<file path="src/rtl/ies_pkg.sv">
package ies_pkg;

  localparam int ADDR_W = 16;
  localparam int BYTE_W = 8;

  localparam int FLAG_I = 2;
  localparam int FLAG_B = 4;
  localparam int FLAG_U = 5;

  localparam logic [ADDR_W-1:0] VEC_NMI_LO = 16'hFFFA;
  localparam logic [ADDR_W-1:0] VEC_RST_LO = 16'hFFFC;
  localparam logic [ADDR_W-1:0] VEC_IRQ_LO = 16'hFFFE;

  typedef enum logic [1:0] {
    EK_RESET = 2'd0,
    EK_NMI   = 2'd1,
    EK_IRQ   = 2'd2
  } entry_kind_e;

  typedef enum logic [2:0] {
    ST_IDLE,
    ST_PUSH_HI,
    ST_PUSH_LO,
    ST_PUSH_ST,
    ST_VEC_LO,
    ST_VEC_HI,
    ST_DONE
  } seq_state_e;

endpackage

</file>
<file path="src/rtl/ies_vec_sel.sv">
module ies_vec_sel
  import ies_pkg::*;
(
  input  entry_kind_e        kind_i,
  input  logic               hi_i,
  output logic [ADDR_W-1:0]  addr_o
);

  logic [ADDR_W-1:0] base;

  always_comb begin
    unique case (kind_i)
      EK_RESET: base = VEC_RST_LO;
      EK_NMI:   base = VEC_NMI_LO;
      default:  base = VEC_IRQ_LO;
    endcase
    addr_o = {base[ADDR_W-1:1], hi_i};
  end

endmodule

</file>
<file path="src/rtl/ies_arbiter.sv">
module ies_arbiter
  import ies_pkg::*;
#(
  parameter int N_IRQ = 4
) (
  input  logic             clk,
  input  logic             rst_n,
  input  logic [N_IRQ-1:0] irq_lines,
  input  logic             nmi_pulse,
  input  logic             rst_req,
  input  logic             boundary,
  input  logic             jammed,
  input  logic             i_flag,
  input  logic             fsm_idle_i,
  output logic             start_o,
  output entry_kind_e      kind_o
);

  logic rst_pend_q;
  logic nmi_pend_q;
  logic i_prev_q;
  logic irq_any;
  logic take_rst;
  logic take_nmi;
  logic take_irq;

  always_comb begin
    irq_any  = |irq_lines;
    take_rst = fsm_idle_i && rst_pend_q;
    take_nmi = fsm_idle_i && !rst_pend_q && boundary && nmi_pend_q && !jammed;
    take_irq = fsm_idle_i && !rst_pend_q && boundary && !nmi_pend_q &&
               irq_any && !i_prev_q && !jammed;
    start_o  = take_rst || take_nmi || take_irq;
    if (take_rst)      kind_o = EK_RESET;
    else if (take_nmi) kind_o = EK_NMI;
    else               kind_o = EK_IRQ;
  end

  always_ff @(posedge clk or negedge rst_n) begin
    if (!rst_n) begin
      rst_pend_q <= 1'b1;
      nmi_pend_q <= 1'b0;
      i_prev_q   <= 1'b1;
    end else begin
      if (take_rst) rst_pend_q <= rst_req;
      else          rst_pend_q <= rst_pend_q | rst_req;

      if (take_nmi) nmi_pend_q <= nmi_pulse;
      else          nmi_pend_q <= nmi_pend_q | nmi_pulse;

      if (start_o)                      i_prev_q <= 1'b1;
      else if (fsm_idle_i && boundary)  i_prev_q <= i_flag;
    end
  end

  // a pending reset wins the first idle cycle
  p_reset_first_r2: assert property (@(posedge clk) disable iff (!rst_n)
    (rst_pend_q && fsm_idle_i) |-> (start_o && kind_o == EK_RESET));

  // a pending NMI is only dropped by its own acceptance
  p_nmi_kept_r6: assert property (@(posedge clk) disable iff (!rst_n)
    (nmi_pend_q && !(start_o && kind_o == EK_NMI)) |=> nmi_pend_q);

  // after any acceptance the next boundary sees the mask as set
  p_mask_after_entry_r7: assert property (@(posedge clk) disable iff (!rst_n)
    start_o |=> i_prev_q);

endmodule

</file>
<file path="src/rtl/ies_entry_fsm.sv">
module ies_entry_fsm
  import ies_pkg::*;
#(
  parameter int          CYC_W        = 4,
  parameter int          ENTRY_CYCLES = 7,
  parameter logic [7:0]  STACK_PAGE   = 8'h01
) (
  input  logic               clk,
  input  logic               rst_n,
  input  logic               start_i,
  input  entry_kind_e        kind_i,
  input  logic [ADDR_W-1:0]  pc_in,
  input  logic [BYTE_W-1:0]  p_in,
  input  logic [BYTE_W-1:0]  s_in,
  output logic               idle_o,
  output logic               mem_valid,
  input  logic               mem_ready,
  output logic               mem_we,
  output logic [ADDR_W-1:0]  mem_addr,
  output logic [BYTE_W-1:0]  mem_wdata,
  input  logic [BYTE_W-1:0]  mem_rdata,
  output logic               upd_valid,
  output entry_kind_e        upd_kind,
  output logic [ADDR_W-1:0]  upd_pc,
  output logic [BYTE_W-1:0]  upd_p,
  output logic [BYTE_W-1:0]  upd_s,
  output logic [CYC_W-1:0]   upd_cycles,
  output logic               upd_jam_clr
);

  seq_state_e        state_q;
  logic [ADDR_W-1:0] pc_q;
  logic [BYTE_W-1:0] p_q;
  logic [BYTE_W-1:0] s_q;
  logic [ADDR_W-1:0] npc_q;
  entry_kind_e       kind_q;
  logic              hs;
  logic              pushing;
  logic [BYTE_W-1:0] st_byte;
  logic [ADDR_W-1:0] vec_addr;

  ies_vec_sel u_vec (
    .kind_i (kind_q),
    .hi_i   (state_q == ST_VEC_HI),
    .addr_o (vec_addr)
  );

  always_comb begin
    st_byte         = p_q;
    st_byte[FLAG_B] = 1'b0;
    st_byte[FLAG_U] = 1'b1;

    pushing   = (state_q == ST_PUSH_HI) || (state_q == ST_PUSH_LO) ||
                (state_q == ST_PUSH_ST);
    mem_valid = pushing || (state_q == ST_VEC_LO) || (state_q == ST_VEC_HI);
    mem_we    = pushing;
    mem_addr  = pushing ? {STACK_PAGE, s_q} : vec_addr;
    unique case (state_q)
      ST_PUSH_HI: mem_wdata = pc_q[15:8];
      ST_PUSH_LO: mem_wdata = pc_q[7:0];
      ST_PUSH_ST: mem_wdata = st_byte;
      default:    mem_wdata = '0;
    endcase
    hs     = mem_valid && mem_ready;
    idle_o = (state_q == ST_IDLE);

    upd_valid   = (state_q == ST_DONE);
    upd_kind    = kind_q;
    upd_pc      = npc_q;
    upd_s       = s_q;
    upd_jam_clr = (kind_q == EK_RESET);
    if (kind_q == EK_RESET) begin
      upd_p      = BYTE_W'(1) << FLAG_I;
      upd_cycles = '0;
    end else begin
      upd_p         = p_q;
      upd_p[FLAG_I] = 1'b1;
      upd_cycles    = CYC_W'(ENTRY_CYCLES);
    end
  end

  always_ff @(posedge clk or negedge rst_n) begin
    if (!rst_n) begin
      state_q <= ST_IDLE;
      pc_q    <= '0;
      p_q     <= '0;
      s_q     <= '0;
      npc_q   <= '0;
      kind_q  <= EK_RESET;
    end else begin
      unique case (state_q)
        ST_IDLE: if (start_i) begin
          pc_q    <= pc_in;
          p_q     <= p_in;
          s_q     <= s_in;
          kind_q  <= kind_i;
          state_q <= (kind_i == EK_RESET) ? ST_VEC_LO : ST_PUSH_HI;
        end
        ST_PUSH_HI: if (hs) begin
          s_q     <= s_q - 8'd1;
          state_q <= ST_PUSH_LO;
        end
        ST_PUSH_LO: if (hs) begin
          s_q     <= s_q - 8'd1;
          state_q <= ST_PUSH_ST;
        end
        ST_PUSH_ST: if (hs) begin
          s_q     <= s_q - 8'd1;
          state_q <= ST_VEC_LO;
        end
        ST_VEC_LO: if (hs) begin
          npc_q[7:0] <= mem_rdata;
          state_q    <= ST_VEC_HI;
        end
        ST_VEC_HI: if (hs) begin
          npc_q[15:8] <= mem_rdata;
          state_q     <= ST_DONE;
        end
        default: state_q <= ST_IDLE;
      endcase
    end
  end

  // a stalled request is held unchanged
  p_hold_req_r10: assert property (@(posedge clk) disable iff (!rst_n)
    (mem_valid && !mem_ready) |=>
      (mem_valid && $stable(mem_addr) && $stable(mem_we) && $stable(mem_wdata)));

  // each accepted push moves the stack pointer down by one
  p_sp_step_r3: assert property (@(posedge clk) disable iff (!rst_n)
    (mem_valid && mem_ready && mem_we) |=> (s_q == $past(s_q) - 8'd1));

  // every read falls in the vector area
  p_vec_region_r4: assert property (@(posedge clk) disable iff (!rst_n)
    (mem_valid && !mem_we) |-> (mem_addr[15:3] == 13'h1FFF));

  // the update strobe lasts one cycle
  p_upd_pulse_r11: assert property (@(posedge clk) disable iff (!rst_n)
    upd_valid |=> !upd_valid);

endmodule

</file>
<file path="src/rtl/irq_entry_seq.sv">
module irq_entry_seq
  import ies_pkg::*;
#(
  parameter int N_IRQ        = 4,
  parameter int CYC_W        = 4,
  parameter int ENTRY_CYCLES = 7
) (
  input  logic             clk,
  input  logic             rst_n,
  input  logic [N_IRQ-1:0] irq_lines,
  input  logic             nmi_pulse,
  input  logic             rst_req,
  input  logic             boundary,
  input  logic             jammed,
  input  logic [15:0]      pc_in,
  input  logic [7:0]       p_in,
  input  logic [7:0]       s_in,
  output logic             busy,
  output logic             mem_valid,
  input  logic             mem_ready,
  output logic             mem_we,
  output logic [15:0]      mem_addr,
  output logic [7:0]       mem_wdata,
  input  logic [7:0]       mem_rdata,
  output logic             upd_valid,
  output logic [1:0]       upd_kind,
  output logic [15:0]      upd_pc,
  output logic [7:0]       upd_p,
  output logic [7:0]       upd_s,
  output logic [CYC_W-1:0] upd_cycles,
  output logic             upd_jam_clr
);

  logic        fsm_idle;
  logic        start;
  entry_kind_e start_kind;
  entry_kind_e upd_kind_e;

  ies_arbiter #(.N_IRQ(N_IRQ)) u_arb (
    .clk        (clk),
    .rst_n      (rst_n),
    .irq_lines  (irq_lines),
    .nmi_pulse  (nmi_pulse),
    .rst_req    (rst_req),
    .boundary   (boundary),
    .jammed     (jammed),
    .i_flag     (p_in[FLAG_I]),
    .fsm_idle_i (fsm_idle),
    .start_o    (start),
    .kind_o     (start_kind)
  );

  ies_entry_fsm #(.CYC_W(CYC_W), .ENTRY_CYCLES(ENTRY_CYCLES)) u_fsm (
    .clk         (clk),
    .rst_n       (rst_n),
    .start_i     (start),
    .kind_i      (start_kind),
    .pc_in       (pc_in),
    .p_in        (p_in),
    .s_in        (s_in),
    .idle_o      (fsm_idle),
    .mem_valid   (mem_valid),
    .mem_ready   (mem_ready),
    .mem_we      (mem_we),
    .mem_addr    (mem_addr),
    .mem_wdata   (mem_wdata),
    .mem_rdata   (mem_rdata),
    .upd_valid   (upd_valid),
    .upd_kind    (upd_kind_e),
    .upd_pc      (upd_pc),
    .upd_p       (upd_p),
    .upd_s       (upd_s),
    .upd_cycles  (upd_cycles),
    .upd_jam_clr (upd_jam_clr)
  );

  assign busy     = !fsm_idle;
  assign upd_kind = upd_kind_e;

  // no interrupt push starts while jammed
  p_no_push_jammed_r9: assert property (@(posedge clk) disable iff (!rst_n)
    (fsm_idle && jammed) |=> !(mem_valid && mem_we));

endmodule

</file>
<file path="config.mk">
export PLATFORM = sky130hd
export DESIGN_NAME = irq_entry_seq
export DESIGN_NICKNAME = d
export VERILOG_FILES = /design/src/rtl/ies_pkg.sv /design/src/rtl/ies_vec_sel.sv /design/src/rtl/ies_arbiter.sv /design/src/rtl/ies_entry_fsm.sv /design/src/rtl/irq_entry_seq.sv
export SDC_FILE = /design/constraint.sdc
export NUM_CORES = 1
export LEC_CHECK = 0
export ABC_CLOCK_PERIOD_IN_PS = 2500
export BUFFER_PORTS_ARGS = -buffer_cell sky130_fd_sc_hd__buf_2
export CORE_MARGIN = 4
export CORE_UTILIZATION = 49
export DETAILED_ROUTE_END_ITERATION = 6
export GPL_TIMING_DRIVEN = 0
export HOLD_SLACK_MARGIN = 0.1
export PLACE_DENSITY = 0.8
export SYNTH_ARGS = -nofsm -noshare
export SYNTH_HDL_FRONTEND = slang
export SYNTH_HIERARCHICAL = 1
export SYNTH_SLANG_ARGS = --single-unit
</file>
<file path="constraint.sdc">
create_clock -name clk -period 2.5 [get_ports clk]
set_input_delay 0.125 -clock clk [delete_from_list [all_inputs] [get_ports clk]]
set_output_delay 0.125 -clock clk [all_outputs]
set_load 0.03 [all_outputs]
</file>
==> flow_metrics.py <==
metrics = {
    "clock_network": {
        "cts_root_buffer": "sky130_fd_sc_hd__clkbuf_8",
        "cts_max_level": 2,
        "worst_setup_hold_path_clk_slew_ns": 0.09,
        "max-clock-path-buffers": 2,
        "clkSinkCount": 56,
        "cts_buffers": 5,
        "clkLatencyLatePin_ns": 0.30,
        "cts_tree": "built",
    },
    "floorplan": {
        "placement_rows": 28,
        "die_area_um2": 7720,
        "io_pins": 118,
        "start_util": 0.516,
        "chipWidth_um": 87.9,
        "fp.coreArea_um2": 6060,
        "floorplan.die.height_um": 87.9,
    },
    "power": {
        "seq_power_share": 0.273,
        "p_clk_frac": 0.094,
        "p_int_mw": 3.16,
        "pwrdens_nw_per_um2": 1420,
        "design_power_total_mw": 6.17,
        "netSwitchingPower_mw": 3.01,
        "power.combinational.fraction": 0.633,
        "power_switching_share": 0.487,
        "power.ir.vdd_worst_uv": 749,
        "leakagePower_nw": 2.16,
    },
    "critical_path": {
        "worst_ep_arrival_time_ns": 2.51,
        "critPathCaptureType": "register",
        "criticalPathCategory": "register to register",
        "crit_top_cell": "sky130_fd_sc_hd__o21ai_0",
        "crit_fanout": 8,
        "crit_path_max_incr_delay_ns": 0.49,
        "required_ns": 2.67,
        "slowest_stage": "sky130_fd_sc_hd__dfrtp_1",
        "start_kind": "register",
        "crit_chain": "nor3_4 -> nand3b_1 -> o21ai_2 -> or3b_1 -> a21o_1 -> o21ai_0 -> o21ai_0",
        "path_delay_family": "simple AND/OR/NAND/NOR gates",
        "wp_buf_inv": 0,
    },
    "drt": {
        "avgRoutedWirePerCell_um": 15.0,
        "drt_iter0_markers": 138,
        "drtPass1Iterations": 4,
        "final_antenna_net_count": 0,
        "route.vias.total": 2717,
        "detail_route.wirelength_um": 7940,
        "detail_route.vias_per_cell": 5.13,
        "remaining_drc_errors": 0,
    },
    "finish": {
        "finalNetCount": 506,
        "post_route_cells_drive_above_1_share": 0.468,
        "num_antenna_cells": 0,
        "fillers": 443,
        "fin_area_um2": 4330,
        "area.growth.synth_to_final_pct": 38.5,
        "fin_util": 0.715,
        "final-instance-count-excl-fill": 530,
    },
    "synthesis": {
        "yosys_warnings": 6,
        "seq_area_frac_synth": 0.449,
        "yosysUniqueCellTypes": 48,
        "yosys_register_bits": 56,
        "syn_area_um2": 3130,
        "synthesis.area_per_instance_um2": 11.0,
        "synthesized_instance_count": 283,
    },
    "place": {
        "placement.io_buffers": 114,
        "dpl.hpwl_um": 5560,
        "placedInstanceArea_um2": 3840,
        "routabilityCongestion": 0.828,
        "placed_cells_incl_taps": 484,
    },
    "timing": {
        "max_slew.worst_pin.slew_ns": 0.776,
        "timing.max_slew.rel_slack": 0.481,
        "grt_setup_unrepaired": "false",
        "setup_viol": 0,
        "finClkSkew_ns": 0.0107,
        "finalCriticalPeriod_ns": 2.34,
        "layout_worst_path_cycle_share": 0.935,
        "timing.final.hold_violations": 0,
        "peak_clock_frequency_supported_by_timing_mhz": 428,
        "hold-worst-slack_ns": 0.144,
        "final-max-slew-violation-count": 0,
    },
    "global_route": {
        "number_of_antenna_violations_at_the_first_check_in_global_routing": 0,
        "largest_net_degree_at_the_start_of_global_routing": 57,
        "grt_pass1_vias": 2729,
        "globalRouteOverflowTotal": 0,
        "grt_use_total": 0.212,
        "first_pass_grt_wire_length_um": 13000,
    },
    "outcome": {
        "result_of_the_run": "finished, final reports clean",
    },
    "hold_path": {
        "worst_hold_path_type": "input port to register",
    },
    "job": {
        "cap_violations": 0,
    },
}
## layer usage
metal / routed length, um / up-vias / GRT usage
met5: 0 / - / 0
met2: 4080 / 98 / 0.367
li1: - / 1290 / -
met3: 507 / 14 / 0.0376
met4: 162 / 0 / 0.0753
met1: 3190 / 1315 / 0.267
## area by class of cell
cell class | instances | area [um2] | share of cell area
inverter | 8 | 30.0 | 0.00693
clock inverter | 2 | 35.0 | 0.00809
sequential | 56 | 1400 | 0.324
tap | 75 | 93.8 | 0.0217
multi-input combinational | 200 | 1530 | 0.353
clock buffer | 6 | 72.6 | 0.0168
buffer | 31 | 218 | 0.0503
timing repair buffer | 152 | 948 | 0.219
## synth_stat cells (all sizes together)
library cell / count / share of area
a21o: 2 / 0.0048
a21oi: 14 / 0.028
a22oi: 7 / 0.017
a2bb2oi: 1 / 0.0048
and2: 9 / 0.018
and3b: 2 / 0.0056
buf: 27 / 0.065
clkbuf: 4 / 0.0048
conb: 3 / 0.0036
dfrtp: 54 / 0.43
dfstp: 2 / 0.017
ha: 1 / 0.0040
inv: 8 / 0.0096
mux2: 48 / 0.20
mux2i: 2 / 0.0064
nand2: 27 / 0.032
nand2b: 5 / 0.012
nand3b: 2 / 0.0048
nand4b: 1 / 0.0048
nor2: 14 / 0.017
nor2b: 9 / 0.018
nor3: 3 / 0.010
nor3b: 2 / 0.0048
nor4b: 1 / 0.0028
o211a: 1 / 0.0032
o211ai: 2 / 0.0048
o21ai: 19 / 0.030
o21bai: 1 / 0.0060
o22ai: 3 / 0.0060
o2bb2ai: 1 / 0.0028
o31a: 1 / 0.0028
o32ai: 1 / 0.0028
or2: 1 / 0.0020
or3: 1 / 0.0020
or3b: 2 / 0.0056
or4: 2 / 0.0072
## placed cells by master (no fill, tap or decap), types with 2 or more instances in the layout
cell type                       count
sky130_fd_sc_hd__o21ai_0           14
sky130_fd_sc_hd__o21ai_1            4
sky130_fd_sc_hd__clkbuf_8           5
sky130_fd_sc_hd__dlygate4sd3_1     36
sky130_fd_sc_hd__nor2_1            14
sky130_fd_sc_hd__nor3b_1            2
sky130_fd_sc_hd__buf_2            116
sky130_fd_sc_hd__nand2b_1           4
sky130_fd_sc_hd__mux2_4            20
sky130_fd_sc_hd__clkbuf_1           5
sky130_fd_sc_hd__inv_1              7
sky130_fd_sc_hd__and3b_1            2
sky130_fd_sc_hd__nor3_4             2
sky130_fd_sc_hd__or4_4              2
sky130_fd_sc_hd__nand2_1           27
sky130_fd_sc_hd__buf_4             23
sky130_fd_sc_hd__buf_6              3
sky130_fd_sc_hd__dfrtp_1           54
sky130_fd_sc_hd__a22oi_1            7
sky130_fd_sc_hd__a21oi_1           11
sky130_fd_sc_hd__mux2i_1            2
sky130_fd_sc_hd__nor2b_1            9
sky130_fd_sc_hd__and2_1             9
sky130_fd_sc_hd__o211ai_1           2
sky130_fd_sc_hd__o22ai_1            3
sky130_fd_sc_hd__a21oi_2            2
sky130_fd_sc_hd__conb_1            15
sky130_fd_sc_hd__nand3b_1           2
sky130_fd_sc_hd__dfstp_2            2
sky130_fd_sc_hd__mux2_2            28
sky130_fd_sc_hd__a21o_1             2
## kinds of logic after synthesis
family	after synthesis	share of synthesized area
simple gates	81	0.147
flops	56	0.449
compound gates	53	0.114
mux	50	0.203
buf+inv	39	0.0792
other cells	3	0.00360
fa+ha+maj	1	0.00400
## flip-flops by register name, indices dropped and copies added, names as in the netlist
name              cells
u_arb/i_prev_q        1
u_fsm/p_q             8
u_fsm/upd_s           8
u_fsm/pc_q           16
u_fsm/upd_kind        2
u_fsm/upd_pc         16
u_arb/rst_pend_q      1
u_arb/nmi_pend_q      1
u_fsm/state_q         3
## power by group through the flow
stage | logic, mW | clock network [mW] | registers [mW]
final | 3.91 | 0.578 | 1.68
after detailed placement | 3.81 | 0 | 1.69
after global placement | 3.73 | 0 | 1.65
after floorplan | 2.48 | 0 | 2.00
after global routing | 4.20 | 0.634 | 1.75
after CTS | 3.87 | 0.595 | 1.68
## worst reg2reg max path: cells and delay by family, from the launching register on
kind / cells / cell delay [ns]
AND/OR/NAND/NOR: 3 / 0.92
AO/OA/AOI/OAI: 4 / 0.82
flip-flops: 1 / 0.49
## repair_timing
item | in CTS | in global routing
setup buffers | 0 | 2
gates cloned | 0 | 0
gates resized for setup | 1 | 1
pin swaps | 0 | 1
hold endpoints to repair | 44 | 54
setup endpoints to repair | 5 | 5
hold buffers | 35 | 1
## worst paths after layout
path / from / endpoint / slack (ns) / depth (start not counted)
setup reg to reg: u_fsm/state_q[1] / u_fsm/upd_s[2] / 0.16 / 7
setup / recovery: u_fsm/state_q[1] / u_fsm/upd_s[2] / 0.16 / 7
hold / removal: s_in[2] / u_fsm/upd_s[2] / 0.14 / 3
min in group asynchronous: rst_n / u_fsm/p_q[3] / 0.42 / 2
hold reg to reg: u_fsm/upd_pc[10] / u_fsm/upd_pc[10] / 0.51 / 1
max in group asynchronous: rst_n / u_fsm/upd_s[6] / 1.60 / 2
## metrics by stage
stage	setup slack (ns)	setup TNS, ns
after floorplan	0.368	0
after global placement	0.0177	0
after detailed placement	-0.0749	-0.214
after CTS	0.0291	0
after global routing	0.000945	0
final	0.161	0
No activity file was read; power rests on OpenSTA's default activity.
